$ cat src/rtl/tmr_pkg.sv
package tmr_pkg;
  localparam int REG_AW       = 2;
  localparam int MASK_BIT     = 16;
  localparam int PERIODIC_BIT = 17;
  localparam int PS_W         = 7;   // widest prescale count (divide by 128)

  typedef enum logic [REG_AW-1:0] {
    SEL_CTRL   = 2'd0,
    SEL_START  = 2'd1,
    SEL_LIVE   = 2'd2,
    SEL_PRESC  = 2'd3
  } reg_sel_e;

  // Terminal prescale count for a 3-bit code: 111 -> /1, else /(2 << code).
  function automatic logic [PS_W-1:0] presc_last(input logic [2:0] code);
    int v;
    if (code == 3'b111) v = 0;
    else v = (2 << code) - 1;
    return PS_W'(v);
  endfunction
endpackage

$ cat src/rtl/tmr_regs.sv
module tmr_regs
  import tmr_pkg::*;
#(
  parameter int DATA_W = 32,
  parameter int CNT_W  = 32,
  parameter int VEC_W  = 8
) (
  input  logic              clk,
  input  logic              rst,
  input  logic              wr,
  input  logic              rd,
  input  logic [REG_AW-1:0] addr,
  input  logic [DATA_W-1:0] wdata,
  input  logic [CNT_W-1:0]  live_count,
  input  logic [CNT_W-1:0]  start_value,
  output logic [DATA_W-1:0] rdata,
  output logic [VEC_W-1:0]  vector,
  output logic              mask,
  output logic              periodic,
  output logic [2:0]        presc_code,
  output logic              start_wr,
  output logic [CNT_W-1:0]  start_data
);
  logic [DATA_W-1:0] rd_word;
  logic              unused_wdata;

  assign unused_wdata = ^wdata;
  assign start_wr     = wr && (addr == SEL_START);
  assign start_data   = wdata[CNT_W-1:0];

  always_comb begin
    rd_word = '0;
    case (addr)
      SEL_CTRL: begin
        rd_word[VEC_W-1:0]   = vector;
        rd_word[MASK_BIT]     = mask;
        rd_word[PERIODIC_BIT] = periodic;
      end
      SEL_START: rd_word[CNT_W-1:0] = start_value;
      SEL_LIVE:  rd_word[CNT_W-1:0] = live_count;
      default: begin
        rd_word[3]   = presc_code[2];
        rd_word[1:0] = presc_code[1:0];
      end
    endcase
  end

  always_ff @(posedge clk) begin
    if (rst) begin
      vector     <= '0;
      mask       <= 1'b1;
      periodic   <= 1'b0;
      presc_code <= 3'b000;
      rdata      <= '0;
    end else begin
      if (wr && addr == SEL_CTRL) begin
        vector   <= wdata[VEC_W-1:0];
        mask     <= wdata[MASK_BIT];
        periodic <= wdata[PERIODIC_BIT];
      end
      if (wr && addr == SEL_PRESC)
        presc_code <= {wdata[3], wdata[1:0]};
      if (rd)
        rdata <= rd_word;
    end
  end
endmodule

$ cat src/rtl/tmr_prescaler.sv
module tmr_prescaler
  import tmr_pkg::*;
(
  input  logic       clk,
  input  logic       rst,
  input  logic       run,
  input  logic       restart,
  input  logic [2:0] code,
  output logic       tick
);
  logic [PS_W-1:0] ps_q;
  logic [PS_W-1:0] last;

  assign last = presc_last(code);
  assign tick = run && !restart && (ps_q == last);

  always_ff @(posedge clk) begin
    if (rst || restart || !run || ps_q == last) ps_q <= '0;
    else                                      ps_q <= ps_q + 1'b1;
  end
endmodule

$ cat src/rtl/tmr_core.sv
module tmr_core #(
  parameter int CNT_W = 32,
  parameter int VEC_W = 8
) (
  input  logic             clk,
  input  logic             rst,
  input  logic             start_wr,
  input  logic [CNT_W-1:0] start_data,
  input  logic             tick,
  input  logic             periodic,
  input  logic             mask,
  input  logic [VEC_W-1:0] vector,
  output logic [CNT_W-1:0] count,
  output logic [CNT_W-1:0] start_value,
  output logic             running,
  output logic             reload_now,
  output logic             irq,
  output logic [VEC_W-1:0] irq_vec
);
  assign reload_now = running && (count == '0);

  always_ff @(posedge clk) begin
    if (rst) begin
      count       <= '0;
      start_value <= '0;
      running     <= 1'b0;
      irq         <= 1'b0;
      irq_vec     <= '0;
    end else begin
      irq <= 1'b0;
      if (start_wr) begin
        start_value <= start_data;
        count       <= start_data;
        running     <= (start_data != '0);
      end else if (reload_now) begin
        count <= start_value;
      end else if (running && tick) begin
        if (count == CNT_W'(1)) begin
          count   <= '0;
          irq     <= !mask;
          irq_vec <= vector;
          running <= periodic;
        end else begin
          count <= count - 1'b1;
        end
      end
    end
  end
endmodule

$ cat src/rtl/irq_countdown_timer.sv
module irq_countdown_timer
  import tmr_pkg::*;
#(
  parameter int DATA_W = 32,
  parameter int CNT_W  = 32,
  parameter int VEC_W  = 8
) (
  input  logic              clk,
  input  logic              rst,
  input  logic              bus_wr,
  input  logic              bus_rd,
  input  logic [REG_AW-1:0] bus_addr,
  input  logic [DATA_W-1:0] bus_wdata,
  output logic [DATA_W-1:0] bus_rdata,
  output logic              timer_irq,
  output logic [VEC_W-1:0]  timer_vector
);
  logic [CNT_W-1:0] cur_count;
  logic [CNT_W-1:0] reload_val;
  logic [CNT_W-1:0] icr_val;
  logic [VEC_W-1:0] vec_bits;
  logic [2:0]       presc_code;
  logic             mask_bit, periodic_bit, icr_wr, running, reload_now, tick;

  tmr_regs #(.DATA_W(DATA_W), .CNT_W(CNT_W), .VEC_W(VEC_W)) u_regs (
    .clk(clk), .rst(rst), .wr(bus_wr), .rd(bus_rd), .addr(bus_addr),
    .wdata(bus_wdata), .live_count(cur_count), .start_value(reload_val),
    .rdata(bus_rdata), .vector(vec_bits), .mask(mask_bit),
    .periodic(periodic_bit), .presc_code(presc_code),
    .start_wr(icr_wr), .start_data(icr_val)
  );

  tmr_prescaler u_presc (
    .clk(clk), .rst(rst), .run(running), .restart(icr_wr || reload_now),
    .code(presc_code), .tick(tick)
  );

  tmr_core #(.CNT_W(CNT_W), .VEC_W(VEC_W)) u_core (
    .clk(clk), .rst(rst), .start_wr(icr_wr), .start_data(icr_val),
    .tick(tick), .periodic(periodic_bit), .mask(mask_bit), .vector(vec_bits),
    .count(cur_count), .start_value(reload_val), .running(running),
    .reload_now(reload_now), .irq(timer_irq), .irq_vec(timer_vector)
  );
endmodule

$ cat config.mk
export PLATFORM = sky130hd
export DESIGN_NAME = irq_countdown_timer
export DESIGN_NICKNAME = d
export VERILOG_FILES = /design/src/rtl/tmr_pkg.sv /design/src/rtl/tmr_regs.sv /design/src/rtl/tmr_prescaler.sv /design/src/rtl/tmr_core.sv /design/src/rtl/irq_countdown_timer.sv
export SDC_FILE = /design/constraint.sdc
export NUM_CORES = 1
export LEC_CHECK = 0
export BUFFER_PORTS_ARGS = -buffer_cell sky130_fd_sc_hd__buf_2
export CAP_MARGIN = 15
export CORE_ASPECT_RATIO = 2
export CORE_MARGIN = 3
export CORE_UTILIZATION = 40
export CTS_BUF_LIST = sky130_fd_sc_hd__clkbuf_8 sky130_fd_sc_hd__clkbuf_16
export DETAILED_ROUTE_END_ITERATION = 10
export PLACE_DENSITY = 0.58
export REMOVE_ABC_BUFFERS = 1
export SYNTH_ARGS = -nofsm -noshare
export SYNTH_HDL_FRONTEND = slang
export SYNTH_SLANG_ARGS = --single-unit
$ cat constraint.sdc
create_clock -name clk -period 3.6 [get_ports clk]
set_input_delay 0 -clock clk [delete_from_list [all_inputs] [get_ports clk]]
set_output_delay 0 -clock clk [all_outputs]
set_load 0.1 [all_outputs]
==> run metrics <==
postcts setup bufs=0; fmax=between 300 and 400 MHz; largest net degree at the start of global routing=between 80 and 90; antenna violations before repair=0; # diodes=0; Post-synth ARST share=0; critical path arrival=around 3.6 ns; gpl congestion=0.9243; period utilisation layout=0.9112; Starting Density=0.4137; vias per std cell=between 5 and 6; commonest non-fill, non-tap cell in the layout=dfxtp_1; first-pass GRT wire length=approximately 34,000 µm; dominant cell type by area after synthesis=dfxtp_1; Inserted Clock Buffers=17; Final Max Tran Viols=0; Worst Max-Slew Pin Slew=1.072 ns; Cell Area, Synth=~0.0064 mm²; Die W=95.40 µm; library cells used by synthesis=59; post-DP HPWL=14,460 µm; CP Data Required Time=3.87 ns; Synth area leaders=dfxtp_1 39%, nand2_1 7.3%, a21oi_1 6.5%; Crit Path Category=register to register; die area=between 0.015 and 0.02 mm²; CTS clk-pin slew, worst paths=~0.06 ns; CTS tree=done; Root Buffer=clkbuf_16; # setup viols final=0; Synth Register Bits=126; # rows=64; clk buf depth=2; share of cells above drive strength 1=0.1654; final core utilization=0.5062; Port Buffers=78; final hold vios=0; RSZ-0062 raised after global routing=no; initial DRC count=476; design area=0.007823 mm²; max-cap violations=0; Synth top area share=0.3945; CTS H-tree depth=4; WL/cell=19.33 µm; vias in the first global route=6,138; Leak=between 3 and 4 nW; Synth Flop Type=dfxtp_1; GR Overflow Total=0; Mapped Cells=803; Initial DRT Pass Iterations=8; headroom to the max-slew limit=0.2854; DRC Markers=0; worst-path maximum fanout=11; sequential share of the synthesized area=0.3945; worst reg-to-reg setup slack=approximately 0.32 ns; Ys Warns=0; post-layout min period=3.280 ns; worst setup margin=approximately 0.32 ns; syn_area_per_cell=7.962 µm²; status=finished clean; die height=184.8 µm; nets=930; critical path launch point type=register; HP Class=input pin to register; Cell Pwr Density=about 520 mW/mm²; most frequent cells in the layout=126 x dfxtp_1, 123 x nand2_1, 83 x a21oi_1; Worst VDD drop=0.0003314 V; total placed instance area=0.006872 mm²; Area Overhead vs Synth=22.35%; Total GRT Usage=0.2468; worst slack, placed=0.1238 ns; Post-synth EDFFs=0; clk sinks=126; Worst Clk Skew=roughly 0.01 ns; I/O pins=79; Core Region=0.01545 mm²; final WL=around 21,000 µm; DRT antenna net count=0; CP Capture Type=register; worst skew pair latency=0.42 ns; via count=6,359
==> cell families after synthesis <==
group                    count (synthesis)  share of synthesized area
adder cells (fa/ha/maj)                 10                    0.01957
AND/OR/NAND/NOR                        303                     0.2225
multiplexers                            10                    0.01566
XOR/XNOR                                13                    0.01781
flip-flops                             126                     0.3945
AO/OA/AOI/OAI                          252                     0.2689
buffers and inverters                   89                    0.06105
==> cell type report <==
cell class              instances  area (µm²)
clock inverters                15       150.1
multi-input cells             588        3492
well taps                     198       247.7
clock buffers                  17       425.4
flip-flops and latches        126        2522
inverters                      19       71.32
repair buffers                130       913.4
fillers                      1553        7632
==> power by group <==
part,switching (mW),internal (mW),leakage [nW]
sequential,0.0741,1.45,1.02
clock,0.669,1.01,0.280
combinational,0.514,0.323,1.76
==> per-layer routing <==
metal	vias to the layer above	share of wire	global-route usage
li1	3094	-	-
met1	3036	0.41	0.3031
met2	194	0.52	0.4212
met3	35	0.046	0.04309
met4	0	0.029	0.09977
met5	-	0	0
==> critical path: stages, from the launching register on <==
cell	delay [ns]
dfxtp_1	0.40
nor3_1	0.28
inv_1	0.08
ha_1	0.25
xnor2_1	0.17
o41ai_1	0.25
a21oi_1	0.11
nor4_1	0.58
nand3_2	0.45
nor4b_1	0.56
==> flip-flops by register name, indices dropped and copies added (netlist names), 3 cells and up <==
name                cells
u_regs.presc_code       3
u_core.count           32
u_regs.rdata           32
u_regs.vector           8
u_core.irq_vec          8
u_presc.ps_q            7
u_core.start_value     32
==> through the flow <==
step           instances  TNS [ns]  hold WS, ns  total power, mW
6_report            1093         0       0.1401            4.045
5_1_grt             1093         0       0.1673            4.218
4_1_cts             1092         0       0.1226            4.059
3_5_place_dp        1026         0       0.2750            2.349
3_3_place_gp        1026         0       0.2679            2.338
2_1_floorplan        733   -0.1363      0.06625            2.068
==> synth_stat cells, drive strengths merged, types with 2 or more instances <==
| cell | n |
|---|---|
| nor2 | 75 |
| dfxtp | 126 |
| clkbuf | 52 |
| buf | 18 |
| a222oi | 10 |
| o31ai | 5 |
| o21ai | 24 |
| nand2b | 6 |
| xor2 | 7 |
| a221oi | 10 |
| a21boi | 9 |
| inv | 19 |
| nor2b | 3 |
| o41ai | 2 |
| and3 | 2 |
| a22oi | 26 |
| ha | 10 |
| a211oi | 11 |
| a21oi | 83 |
| o211ai | 13 |
| nand4 | 5 |
| or3 | 5 |
| nor4 | 25 |
| mux2i | 10 |
| or2 | 5 |
| or4 | 3 |
| a22o | 28 |
| a311oi | 3 |
| nand3 | 13 |
| nand3b | 3 |
| nor3 | 26 |
| xnor2 | 6 |
| a221o | 2 |
| o22ai | 4 |
| a31oi | 11 |
| nand2 | 124 |
| a32oi | 3 |
| and2 | 4 |
| a32o | 4 |
==> final timing paths <==
kind | to | from | cells past startpoint
setup / recovery | u_core.irq | u_regs.presc_code[1] | 9
hold / removal | u_regs.presc_code[1] | bus_addr[1] | 4
setup reg to reg | u_core.irq | u_regs.presc_code[1] | 9
hold reg to reg | u_core.start_value[11] | u_core.start_value[11] | 2
==> what timing repair did <==
item	4_1_cts	5_1_grt
endpoints found under the setup margin	0	12
endpoints found under the hold margin	54	0
hold buffers	34	0
resized for setup	0	2
No activity file was read; power rests on OpenSTA's default activity.
